## config.mk

```make
export PLATFORM = sky130hd
export DESIGN_NAME = rxidle_guard
export DESIGN_NICKNAME = d
export VERILOG_FILES = /design/src/rtl/rxidle_pkg.sv /design/src/rtl/rxidle_div.sv /design/src/rtl/rxidle_cnt.sv /design/src/rtl/rxidle_guard.sv
export SDC_FILE = /design/constraint.sdc
export NUM_CORES = 1
export LEC_CHECK = 0
export BUFFER_PORTS_ARGS = -buffer_cell sky130_fd_sc_hd__buf_2
export CORE_UTILIZATION = 43
export DETAILED_ROUTE_END_ITERATION = 8
export GPL_ROUTABILITY_DRIVEN = 0
export SLEW_MARGIN = 25
export SYNTH_ARGS = -nofsm -noshare
export SYNTH_HDL_FRONTEND = slang
export SYNTH_SLANG_ARGS = --single-unit
```

## constraint.sdc

```tcl
create_clock -name clk -period 17.97 [get_ports clk]
set_input_delay 3.594 -clock clk [delete_from_list [all_inputs] [get_ports clk]]
set_output_delay 3.594 -clock clk [all_outputs]
set_load 0.1 [all_outputs]
```

## src/rtl/rxidle_pkg.sv

```systemverilog
package rxidle_pkg;
    // Counter arming state
    typedef enum logic {
        WD_IDLE  = 1'b0,
        WD_ARMED = 1'b1
    } wd_state_e;

    // The baud word is scaled down by this factor before it divides 2^31
    localparam int unsigned BAUD_SCALE = 40;

    // Iterative divider working state
    typedef struct packed {
        logic        busy;
        logic [31:0] rem;
    } div_core_t;
endpackage

```

## src/rtl/rxidle_div.sv

```systemverilog
module rxidle_div #(
    parameter int unsigned W = 32
) (
    input  logic         clk,
    input  logic         rst,
    input  logic         start,
    input  logic [W-1:0] divisor,
    output logic         busy,
    output logic [W-1:0] quot
);
    localparam int unsigned IW = (W > 1) ? $clog2(W) : 1;
    localparam logic [IW-1:0] LAST_IDX = IW'(W - 1);

    logic         busy_q;
    logic [W-1:0] rem_q;
    logic [W-1:0] dvs_q;
    logic [W-1:0] quot_q;
    logic [IW-1:0] idx_q;

    logic [W:0] trial;
    logic [W:0] diff;
    logic       ge;

    // Numerator is 2^(W-1): only its first (top) bit is one
    always_comb begin
        trial = {rem_q, (idx_q == LAST_IDX)};
        diff  = trial - {1'b0, dvs_q};
        ge    = (trial >= {1'b0, dvs_q});
    end

    always_ff @(posedge clk) begin
        if (rst) begin
            busy_q <= 1'b0;
            rem_q  <= '0;
            dvs_q  <= '0;
            quot_q <= '0;
            idx_q  <= '0;
        end else if (start) begin
            busy_q <= 1'b1;
            rem_q  <= '0;
            dvs_q  <= divisor;
            quot_q <= '0;
            idx_q  <= LAST_IDX;
        end else if (busy_q) begin
            rem_q         <= ge ? diff[W-1:0] : trial[W-1:0];
            quot_q[idx_q] <= ge;
            if (idx_q == '0) begin
                busy_q <= 1'b0;
            end else begin
                idx_q <= idx_q - 1'b1;
            end
        end
    end

    assign busy = busy_q;
    assign quot = quot_q;

    assert_reload_starts_R9: assert property (@(posedge clk) disable iff (rst)
        start |=> busy);

    assert_timeout_held_R2: assert property (@(posedge clk) disable iff (rst)
        (!busy && !start) |=> $stable(quot));
endmodule

```

## src/rtl/rxidle_cnt.sv

```systemverilog
module rxidle_cnt #(
    parameter int unsigned W = 32
) (
    input  logic         clk,
    input  logic         rst,
    input  logic         en,
    input  logic         byte_stb,
    input  logic         done_stb,
    input  logic         hold,
    input  logic         flag_clr,
    input  logic [W-1:0] tmo,
    output logic         stop_pulse,
    output logic         expired
);
    import rxidle_pkg::*;

    wd_state_e    st_q;
    logic [W-1:0] cnt_q;
    logic         stop_q;
    logic         flag_q;
    logic         fire;

    // Byte strobe outranks the compare; disable and end strobe outrank all
    always_comb begin
        fire = en && !done_stb && !byte_stb && !hold &&
               (st_q == WD_ARMED) && (cnt_q == tmo);
    end

    always_ff @(posedge clk) begin
        if (rst) begin
            st_q   <= WD_IDLE;
            cnt_q  <= '0;
            stop_q <= 1'b0;
            flag_q <= 1'b0;
        end else begin
            stop_q <= fire;
            if (!en || done_stb) begin
                st_q  <= WD_IDLE;
                cnt_q <= '0;
            end else if (byte_stb) begin
                st_q  <= WD_ARMED;
                cnt_q <= '0;
            end else if (hold) begin
                cnt_q <= '0;
            end else if (fire) begin
                st_q  <= WD_IDLE;
                cnt_q <= '0;
            end else if (st_q == WD_ARMED) begin
                cnt_q <= cnt_q + 1'b1;
            end
            if (fire) begin
                flag_q <= 1'b1;
            end else if (flag_clr) begin
                flag_q <= 1'b0;
            end
        end
    end

    assign stop_pulse = stop_q;
    assign expired    = flag_q;

    assert_single_pulse_R3: assert property (@(posedge clk) disable iff (rst)
        stop_pulse |=> !stop_pulse);

    assert_flag_with_pulse_R8: assert property (@(posedge clk) disable iff (rst)
        stop_pulse |-> expired);

    assert_end_quiets_R6: assert property (@(posedge clk) disable iff (rst)
        done_stb |=> !stop_pulse);

    assert_disabled_quiet_R7: assert property (@(posedge clk) disable iff (rst)
        !en |=> !stop_pulse);

    assert_byte_restarts_R4: assert property (@(posedge clk) disable iff (rst)
        (en && byte_stb) |=> !stop_pulse);
endmodule

```

## src/rtl/rxidle_guard.sv

```systemverilog
module rxidle_guard #(
    parameter int unsigned    CNT_W      = 32,
    parameter int unsigned    BAUD_W     = 32,
    parameter logic [31:0]    RESET_BAUD = 32'h01D7_E000
) (
    input  logic              clk,
    input  logic              rst,
    input  logic              guard_en,
    input  logic              rx_byte_stb,
    input  logic              rx_done_stb,
    input  logic              baud_wr,
    input  logic [BAUD_W-1:0] baud_word,
    input  logic              flag_clr,
    output logic              stop_rx_pulse,
    output logic              idle_expired,
    output logic [CNT_W-1:0]  timeout_ticks
);
    import rxidle_pkg::*;

    localparam logic [BAUD_W-1:0] BOOT_WORD = BAUD_W'(RESET_BAUD);

    logic              boot_q;
    logic              reload;
    logic [BAUD_W-1:0] word_sel;
    logic [CNT_W-1:0]  divisor;
    logic              div_busy;

    // One reload right after reset, from the parameter default
    always_ff @(posedge clk) begin
        if (rst) boot_q <= 1'b1;
        else     boot_q <= 1'b0;
    end

    always_comb begin
        reload   = baud_wr || boot_q;
        word_sel = boot_q ? BOOT_WORD : baud_word;
        divisor  = CNT_W'(word_sel / BAUD_W'(BAUD_SCALE));
    end

    rxidle_div #(.W(CNT_W)) u_div (
        .clk     (clk),
        .rst     (rst),
        .start   (reload),
        .divisor (divisor),
        .busy    (div_busy),
        .quot    (timeout_ticks)
    );

    rxidle_cnt #(.W(CNT_W)) u_cnt (
        .clk        (clk),
        .rst        (rst),
        .en         (guard_en),
        .byte_stb   (rx_byte_stb),
        .done_stb   (rx_done_stb),
        .hold       (reload || div_busy),
        .flag_clr   (flag_clr),
        .tmo        (timeout_ticks),
        .stop_pulse (stop_rx_pulse),
        .expired    (idle_expired)
    );
endmodule

```

==> results.md, run 1 <==
* Status: finished, final reports clean
* Post-CTS Resized at 0
* Maximum buffer depth of the clock tree at 2
* Worst EP required at 18.28 ns
* 1st-pass router iterations at 5
* Register area share after synthesis at 0.245
* Clk Latency, worst-skew pair at 0.42 ns
* CTS clk-pin slew, worst paths at 0.06 ns
* Initial antenna violation count at 0
* CP top delay family: compound AO/OA/AOI/OAI gates
* Final cell count without fillers at 1,828
* Hpwl dp at 20.3 mm
* Yosys reg bits at 133
* Max FO, Critical Path at 33
* Vias/cell at 5.82
* Final setup violation count at 0
* Number of core rows at 57
* Hold_ws at 0.455 ns
* Worst reg2reg path depth at 33
* Area growth, synth to finish at 9.61%
* Final Hold Vio Count at 0
* Count of flip-flops with a built-in enable after synthesis at 0
* I/O pin cnt at 73
* Port-buffer cells at 69
* CORE AREA at 24,500 um^2
* Starting density of the core at 0.443
* Post-synthesis cell count at 1,486
* Worst Setup End Kind: register
* Yosys top cell by area: dfxtp_1
* Reg2reg end: u_div.dvs_q[0]$_SDFFE_PP0N_
* RSZ-0062 raised after global routing: no
* Critical path depth at 34
* Critical Path Start Type: input port
* Cell area after layout at 11,900 um^2
* Clock Skew at 0.00785 ns
* Mapped Area at 10,900 um^2
* Reg-to-reg startpoint: boot_q$_DFF_P_
* Worst Tran Pin Value at 0.902 ns
* Reg-to-reg slack, setup at 6.86 ns
* Async SR Flop Fraction at 0
* Most frequent cell after synthesis: nor2_1
* Cell Count Post-Placement at 1,796
* DRT iter0 DRCs at 778
* Cts hold-fix bufs at 0
* GRT Total Usage at 0.223
* TNS Setup at 0 ns
* Htree depth at 4
* Root Buffer: clkbuf_16
* Worst Hold Class: register to register
* # nets final at 1,564
* Mean Syn Cell Area at 7.32 um^2
* Fmax at 68.5 MHz
* Top cells by area, synth: dfxtp_1, nor2_1, xnor2_1, a211oi_1, nand2_1
* Top FF cell, synth: dfxtp_1
* Total CTS buffers at 17
* DRT Wirelength at 28.6 mm
* Worst VDD drop at 0.106 mV
* Worst hold path startpoint: u_div.dvs_q[17]$_SDFFE_PP0N_
* Distinct cells, synth at 105
* Number of max-cap violations at 0
* Post-synth top area share at 0.245
* Final period util at 0.812
* First-pass GRT wire length at 48.3 mm
* Crit path capture: u_div.dvs_q[0]$_SDFFE_PP0N_
* Buf+Inv Stages, Crit Path at 1
* Critical Path Slowest Stage Cell: a221oi_1
* Design Power at 1.33 mW
* Synth top cells by count: nor2_1, dfxtp_1, nand2_1, a21oi_1, a211oi_1
* Via Count at 10.6k
* Die Wd at 161 um
* Critical path arrival at 14.91 ns
* Multi-input gate area at 7570 um^2
* Residual DRC at 0
* Final setup margin at 3.37 ns
* Largest net degree at the start of global routing at 65
* Number of global-route vias before repair at 9,501
* Die H at 161 um
* Routed length per instance at 15.7 um
* CTS Sinks at 133
* Area post-placement at 11,300 um^2
* Final slew viol count at 0
* Pre-CTS WS at 3.15 ns
* Total gr overflow at 0
* Post-layout min period at 14.60 ns
* P_leak at 4.48 nW
* Pwr Density at 111 nW/um^2
* Crit path kind: input port to register
* Antenna diodes at 0
* Die area at 25,900 um^2
* Crit-path max cell delay at 0.81 ns
* Synth warnings at 0
* Max transition margin at 0.396
* CTS tree: yes
* CP startpoint: baud_word[28]
* Final Util at 0.486
* FILL cells at 2,492
* Postcts setup bufs at 0
* Mapped Nets at 1,559
* Fraction of layout cells with a size suffix above 1 at 0.113
* Post-route ant nets at 0
* Reg area at 2670 um^2
[layout by cell type, fill, tap and decap left out, types with 12 or more instances in the layout]
| cell type | instances |
|---|---|
| nor4_1 | 13 |
| o21ai_1 | 14 |
| and3_1 | 18 |
| buf_2 | 69 |
| nor2_1 | 251 |
| dfxtp_1 | 131 |
| nor3_1 | 45 |
| nor2b_1 | 23 |
| nand4_1 | 25 |
| ha_1 | 33 |
| or2_2 | 12 |
| nand2_1 | 123 |
| buf_4 | 12 |
| mux2i_1 | 12 |
| clkbuf_16 | 17 |
| a311oi_1 | 13 |
| inv_1 | 59 |
| a21o_1 | 20 |
| nand3_1 | 32 |
| nand2b_1 | 14 |
| xnor2_1 | 70 |
| a211oi_1 | 80 |
| o21ai_0 | 52 |
| xor2_1 | 28 |
| a21oi_1 | 88 |
[power breakdown]
group	internal [mW]	switching, mW
logic	0.252	0.382
registers	0.314	0.0133
clock network	0.235	0.131
[final cells by class]
| type | instances | area share |
|---|---|---|
| multi-input combinational | 1199 | 0.635 |
| clock inverter | 13 | 0.0152 |
| inverter | 59 | 0.0186 |
| timing repair buffer | 81 | 0.0365 |
| clock buffer | 19 | 0.0372 |
| tap | 324 | 0.0340 |
| sequential | 133 | 0.224 |
[per-layer routing]
metal / track usage / share of wire / wire length, um / up-vias
li1: - / - / - / 5425
met1: 0.318 / 0.49 / 14000 / 4956
met2: 0.359 / 0.46 / 13200 / 241
met3: 0.0326 / 0.041 / 1160 / 19
met4: 0.0364 / 0.0072 / 206 / 0
met5: 0 / 0 / 0 / -
[worst register-to-register path: cells and delay by family (launching register included)]
family / cells / cell delay [ns]
flops: 1 / 0.47
simple gates: 6 / 2.06
fa+ha+maj: 1 / 0.32
buf+inv: 2 / 0.40
compound gates: 24 / 7.76
[registers in the layout, indices dropped and copies added, names as in the netlist]
signal            count
u_div.rem_q          32
u_div.idx_q           5
u_cnt.st_q            1
boot_q                1
u_cnt.stop_pulse      1
u_div.dvs_q          27
u_div.busy            1
u_div.quot           32
u_cnt.cnt_q          32
u_cnt.expired         1
[logic make-up after synthesis]
kind of cell    synth area share
simple gates               0.276
compound gates             0.276
buf+inv                   0.0602
flops                      0.245
xor+xnor                  0.0804
fa+ha+maj                 0.0446
mux                       0.0185
[how the worst min path moves through the flow]
stage | slack, ns | depth (start not counted) | to
after floorplan | 0.43 | 2 | u_div.dvs_q[5]$_SDFFE_PP0N_
after global placement | 0.44 | 2 | u_div.dvs_q[5]$_SDFFE_PP0N_
after detailed placement | 0.45 | 2 | u_div.dvs_q[12]$_SDFFE_PP0N_
after CTS | 0.46 | 2 | u_div.dvs_q[9]$_SDFFE_PP0N_
after global routing | 0.47 | 2 | u_div.dvs_q[12]$_SDFFE_PP0N_
final | 0.45 | 2 | u_div.dvs_q[17]$_SDFFE_PP0N_
No activity file was read; power rests on OpenSTA's default activity.
==> inputs of run 2 (changes only) <==
- clock period: 17.97 -> 14 ns (I/O delays scaled with it)
==> results.md, run 2 (same netlist as run 1, synthesis figures left out) <==
* Met3 routed WL at 1.03 mm (-11%)
* TNS Setup at 0 ns (unchanged)
* Status: finished, final reports clean
* Buf+Inv Stages, Crit Path at 1 (unchanged)
* Cell area after layout at 11,900 um^2 (about the same)
* Port-buffer cells at 69 (unchanged)
* GRT Total Usage at 0.225 (+0.00171)
* Crit path kind: input port to register
* Area post-placement at 11,300 um^2 (+0.47%)
* Hpwl dp at 20.2 mm (-0.11%)
* Total gr overflow at 0 (unchanged)
* Routed length per instance at 15.6 um (about the same)
* Die area at 25,900 um^2 (unchanged)
* RSZ-0062 raised after global routing: no
* Critical Path Slowest Stage Cell: o2bb2ai_2
* CP startpoint: baud_word[27]
* Max layer used: met4
* Worst VDD drop at 0.157 mV (+49%)
* Reg-to-reg slack, setup at 3.70 ns (-3.16 ns)
* WL met2 at 13.0 mm (-1.4%)
* Crit-path max cell delay at 0.68 ns (-0.13 ns)
* DRT iter0 DRCs at 861 (+11%)
* Die H at 161 um (unchanged)
* Largest net degree at the start of global routing at 65 (unchanged)
* CP top delay family: compound AO/OA/AOI/OAI gates
* Vias/cell at 5.83 (+0.21%)
* Most frequent cells in the layout: nor2_1, dfxtp_1, nand2_1, a21oi_1, a211oi_1
* Number of core rows at 57 (unchanged)
* Pwr Density at 142 nW/um^2 (+28%)
* P_leak at 4.48 nW (+0.10%)
* M1 WL at 14.1 mm (+0.73%)
* Worst Tran Pin Value at 0.898 ns (-0.00445 ns)
* Fraction of layout cells with a size suffix above 1 at 0.118 (+0.00543)
* Final setup violation count at 0 (unchanged)
* CORE AREA at 24,500 um^2 (unchanged)
* CTS Sinks at 133 (unchanged)
* Reg-to-reg startpoint: boot_q$_DFF_P_
* DRT Wirelength at 28.7 mm (+0.31%)
* Crit path capture: u_div.dvs_q[0]$_SDFFE_PP0N_
* Number of max-cap violations at 0 (unchanged)
* Max FO, Critical Path at 31 (-6.1%)
* Maximum buffer depth of the clock tree at 2 (unchanged)
* Critical path depth at 35 (+2.9%)
* Post-route ant nets at 0 (unchanged)
* Starting density of the core at 0.443 (unchanged)
* Postcts setup bufs at 0 (unchanged)
* I/O pin cnt at 73 (unchanged)
* Total CTS buffers at 17 (unchanged)
* Antenna diodes at 0 (unchanged)
* Initial antenna violation count at 0 (unchanged)
* Critical path arrival at 13.30 ns (-1.61 ns)
* 1st-pass router iterations at 4 (-1)
* Post-layout min period at 12.98 ns
* Worst Hold Class: register to register
* Final Hold Vio Count at 0 (unchanged)
* # nets final at 1,571 (+0.45%)
* Post-CTS Resized at 0 (unchanged)
* Design Power at 1.70 mW (+28%)
* Residual DRC at 0 (unchanged)
* Htree depth at 4 (unchanged)
* Worst EP required at 14.32 ns (-3.96 ns)
* Via Count at 10.7k (+0.59%)
* Root Buffer: clkbuf_16
* Area growth, synth to finish at 9.65% (about the same)
* Critical Path Start Type: input port
* Most common cell on crit path: o21ai_1
* Fmax at 77.0 MHz
* CTS tree: yes
* Cts hold-fix bufs at 0 (unchanged)
* CTS clk-pin slew, worst paths at 0.06 ns (about the same)
* Number of global-route vias before repair at 9,738 (+2.5%)
* Clk Latency, worst-skew pair at 0.43 ns (about the same)
* Most common cell after layout, fill and taps aside: nor2_1
* Worst reg2reg path depth at 35 (+6.1%)
* Die Wd at 161 um (unchanged)
* First-pass GRT wire length at 48.6 mm (+0.73%)
* Final period util at 0.927
* Clock Skew at 0.00903 ns (+0.00118 ns)
* Worst Setup End Kind: register
* Max transition margin at 0.399 (+0.00298)
* Reg2reg end: u_div.dvs_q[0]$_SDFFE_PP0N_
* Final slew viol count at 0 (unchanged)
## run 2: power by group
part           internal [mW]  switching (mW)
clock network          0.248           0.187
logic                  0.344           0.499
registers              0.403          0.0162
## run 2: layout make-up
class | instances | area (um^2)
Clock buffer | 17 | 425
Sequential cell | 133 | 2670
Multi-Input combinational cell | 1199 | 7580
Fill cell | 2556 | 12600
Timing Repair Buffer | 88 | 488
Clock inverter | 15 | 144
Inverter | 59 | 221
Tap cell | 324 | 405
## run 2: how the worst min path moves through the flow
stage                                      start                            to  cells after the start
floorplan            u_div.dvs_q[5]$_SDFFE_PP0N_   u_div.dvs_q[5]$_SDFFE_PP0N_                      2
global placement     u_div.dvs_q[5]$_SDFFE_PP0N_   u_div.dvs_q[5]$_SDFFE_PP0N_                      2
detailed placement  u_div.dvs_q[22]$_SDFFE_PP0N_  u_div.dvs_q[22]$_SDFFE_PP0N_                      2
CTS                 u_div.dvs_q[12]$_SDFFE_PP0N_  u_div.dvs_q[12]$_SDFFE_PP0N_                      2
global route        u_div.dvs_q[12]$_SDFFE_PP0N_  u_div.dvs_q[12]$_SDFFE_PP0N_                      2
finish              u_div.dvs_q[12]$_SDFFE_PP0N_  u_div.dvs_q[12]$_SDFFE_PP0N_                      2
## run 2: per-stage QoR
| stage | hold WS (ns) | cells | setup WS (ns) | util |
|---|---|---|---|---|
| after floorplan | 0.432 | 1486 | 2.45 | - |
| after detailed placement | 0.446 | 1803 | 0.644 | 0.463 |
| after CTS | 0.454 | 1835 | 1.08 | 0.486 |
| final | 0.450 | 1835 | 1.02 | 0.486 |
| after global placement | 0.440 | 1803 | 0.746 | 0.463 |
| after global routing | 0.464 | 1835 | 0.287 | 0.486 |
## run 2: worst min-delay path, cell delays in order, from the launching register on
cell     delay (ns)
dfxtp_1        0.31
nand2_1        0.05
a21oi_1        0.05
## run 2: routing by layer
| layer | track usage | vias up |
|---|---|---|
| met5 | 0 | - |
| met4 | 0.0665 | 0 |
| met3 | 0.0300 | 33 |
| met2 | 0.360 | 241 |
| met1 | 0.313 | 5006 |
| li1 | - | 5424 |
==> inputs of run 3 (changes only) <==
- BUFFER_PORTS_ARGS: -buffer_cell sky130_fd_sc_hd__buf_2 -> not set
- CAP_MARGIN: not set -> 25
- DONT_BUFFER_PORTS: not set -> 1
- RECOVER_POWER: not set -> 100
==> results.md, run 3 (same netlist as run 1, synthesis figures left out) <==
* I/O pin cnt at 73 (unchanged)
* Status: finished, violations left
* Reg-to-reg slack, setup at 3.30 ns (-0.40 ns)
* Number of max-cap violations at 2 (+2)
* Critical Path Start Type: input port
* Post-layout min period at 13.04 ns (+0.0552 ns)
* Worst Tran Pin Value at 2.79 ns (+1.89 ns)
* Final period util at 0.931 (+0.00394)
* Area growth, synth to finish at 6.12%
* Routed length per instance at 15.9 um (+1.6%)
* Die Wd at 161 um (unchanged)
* Crit-path max cell delay at 0.67 ns (about the same)
* GR Util met3 at 0.0308 (+0.000770)
* Maximum buffer depth of the clock tree at 2 (unchanged)
* Worst VDD drop at 0.114 mV (-27%)
* Hpwl dp at 19.8 mm (-2.4%)
* Port-buffer cells at 0 (-100%)
* Fmax at 76.7 MHz (-0.42%)
* Vias/cell at 5.92 (+1.5%)
* Number of core rows at 57 (unchanged)
* Max transition margin at -0.859 (-1.26)
* Failing checks: max-capacitance violations, max-slew violations
* Cell Count Post-Placement at 1,729 (-4.1%)
* Clock Skew at 0.0125 ns (+0.00344 ns)
* Critical Path Slowest Stage Cell: a311oi_1
* Residual DRC at 0 (unchanged)
* Final Util at 0.470 (-0.0157)
* Sequential Power Share at 0.249 (+0.002)
* Worst Setup End Kind: register
* Fraction of layout cells with a size suffix above 1 at 0.0647 (-0.0537)
* Largest net degree at the start of global routing at 66 (+1.5%)
* Starting density of the core at 0.443 (unchanged)
* Met2 GRT Util at 0.353 (-0.00627)
* Switching portion of total power at 0.401 (-0.0123)
* Htree depth at 4 (unchanged)
* Antenna diodes at 0 (unchanged)
* RSZ-0062 raised after global routing: no
* DRT iter0 DRCs at 942 (+9.4%)
* Most common cell after layout, fill and taps aside: nor2_1
* Post-route ant nets at 0 (unchanged)
* Most frequent cells in the layout: nor2_1, dfxtp_1, nand2_1, a21oi_1, a211oi_1
* P_leak at 4.14 nW (-7.7%)
* GRT Total Usage at 0.218 (-0.00618)
* Via Count at 10.4k (-2.6%)
* Total gr overflow at 0 (unchanged)
* Cell area after layout at 11,500 um^2 (-3.2%)
* CTS tree: yes
* Max FO, Critical Path at 22 (-29%)
* Die area at 25,900 um^2 (unchanged)
* GR Util met1 at 0.307 (-0.00577)
* Pwr Density at 146 nW/um^2 (+2.9%)
* Clock share of power at 0.279 (+0.023)
* 1st-pass router iterations at 5 (+1)
* Total CTS buffers at 17 (unchanged)
* Worst EP required at 14.38 ns (+0.06 ns)
* CTS Sinks at 133 (unchanged)
* Area post-placement at 11,000 um^2 (-3.4%)
* CTS clk-pin slew, worst paths at 0.06 ns (about the same)
* CORE AREA at 24,500 um^2 (unchanged)
* Final cell count without fillers at 1,761 (-4.0%)
* Critical path arrival at 13.42 ns (+0.12 ns)
* Crit path kind: input port to register
* Pre-CTS WS at 0.781 ns (+0.137 ns)
* Root Buffer: clkbuf_16
* Number of global-route vias before repair at 9,457 (-2.9%)
* DRT Wirelength at 28.0 mm (-2.5%)
* P_sw at 0.678 mW (-3.4%)
* Die H at 161 um (unchanged)
* Final slew viol count at 101 (+101)
* Hold_ws at 0.444 ns (-0.00606 ns)
* Clk Latency, worst-skew pair at 0.43 ns (about the same)
* P_int at 1.01 mW (+1.6%)
* Design Power at 1.69 mW (-0.45%)
* Initial antenna violation count at 0 (unchanged)
* Postcts setup bufs at 0 (unchanged)
* Post-CTS Resized at 0 (unchanged)
* First-pass GRT wire length at 47.3 mm (-2.6%)
* Final setup violation count at 0 (unchanged)
* Final setup margin at 0.960 ns (-0.0552 ns)
* TNS Setup at 0 ns (unchanged)
* Cts hold-fix bufs at 0 (unchanged)
* Combinational Power Share at 0.472 (-0.025)
* Final Hold Vio Count at 0 (unchanged)
* # nets final at 1,497 (-4.7%)
* Top Usage Layer GRT: met2
* Worst Hold Class: register to register
[run 3: cell count changes in the layout (fill, tap and decap cells not counted), moves of 3 or more]
| cell | delta |
|---|---|
| buf_2 | -69 |
| buf_4 | -10 |
| clkbuf_1 | +4 |
| and2_0 | +3 |
| and2_1 | -3 |
[run 3: worst paths after layout]
| kind | start | end | cells past startpoint |
|---|---|---|---|
| setup / recovery | baud_word[30] | u_div.dvs_q[0]$_SDFFE_PP0N_ | 34 |
| hold / removal | u_div.dvs_q[12]$_SDFFE_PP0N_ | u_div.dvs_q[12]$_SDFFE_PP0N_ | 2 |
| setup reg to reg | boot_q$_DFF_P_ | u_div.dvs_q[0]$_SDFFE_PP0N_ | 35 |
| hold reg to reg | u_div.dvs_q[12]$_SDFFE_PP0N_ | u_div.dvs_q[12]$_SDFFE_PP0N_ | 2 |
[run 3: power groups by stage]
stage	clock [mW]	combinational, mW	sequential [mW]
floorplan	0	0.681	0.422
global placement	0	0.786	0.429
detailed placement	0	0.796	0.429
CTS	0.481	0.800	0.421
global route	0.498	0.891	0.424
finish	0.471	0.798	0.421
[run 3: critical path: cells and delay by family]
family                   cells  cell delay (ns)
AO/OA/AOI/OAI               21             6.39
adder cells (fa/ha/maj)      2             0.55
buffers and inverters        1             0.30
multiplexers                 1             0.16
AND/OR/NAND/NOR              9             3.18
[run 3: layer usage]
metal / part of all wire / vias up
li1: - / 5289
met1: 0.50 / 4902
met2: 0.46 / 218
met3: 0.040 / 21
met4: 0.0077 / 0
met5: 0 / -
[run 3: cell type report]
class / count / area [um^2]
Clock buffer: 17 / 425
Fill cell: 2478 / 13000
Sequential cell: 133 / 2670
Multi-Input combinational cell: 1199 / 7540
Clock inverter: 15 / 195
Tap cell: 324 / 405
Inverter: 59 / 221
Timing Repair Buffer: 14 / 87.6
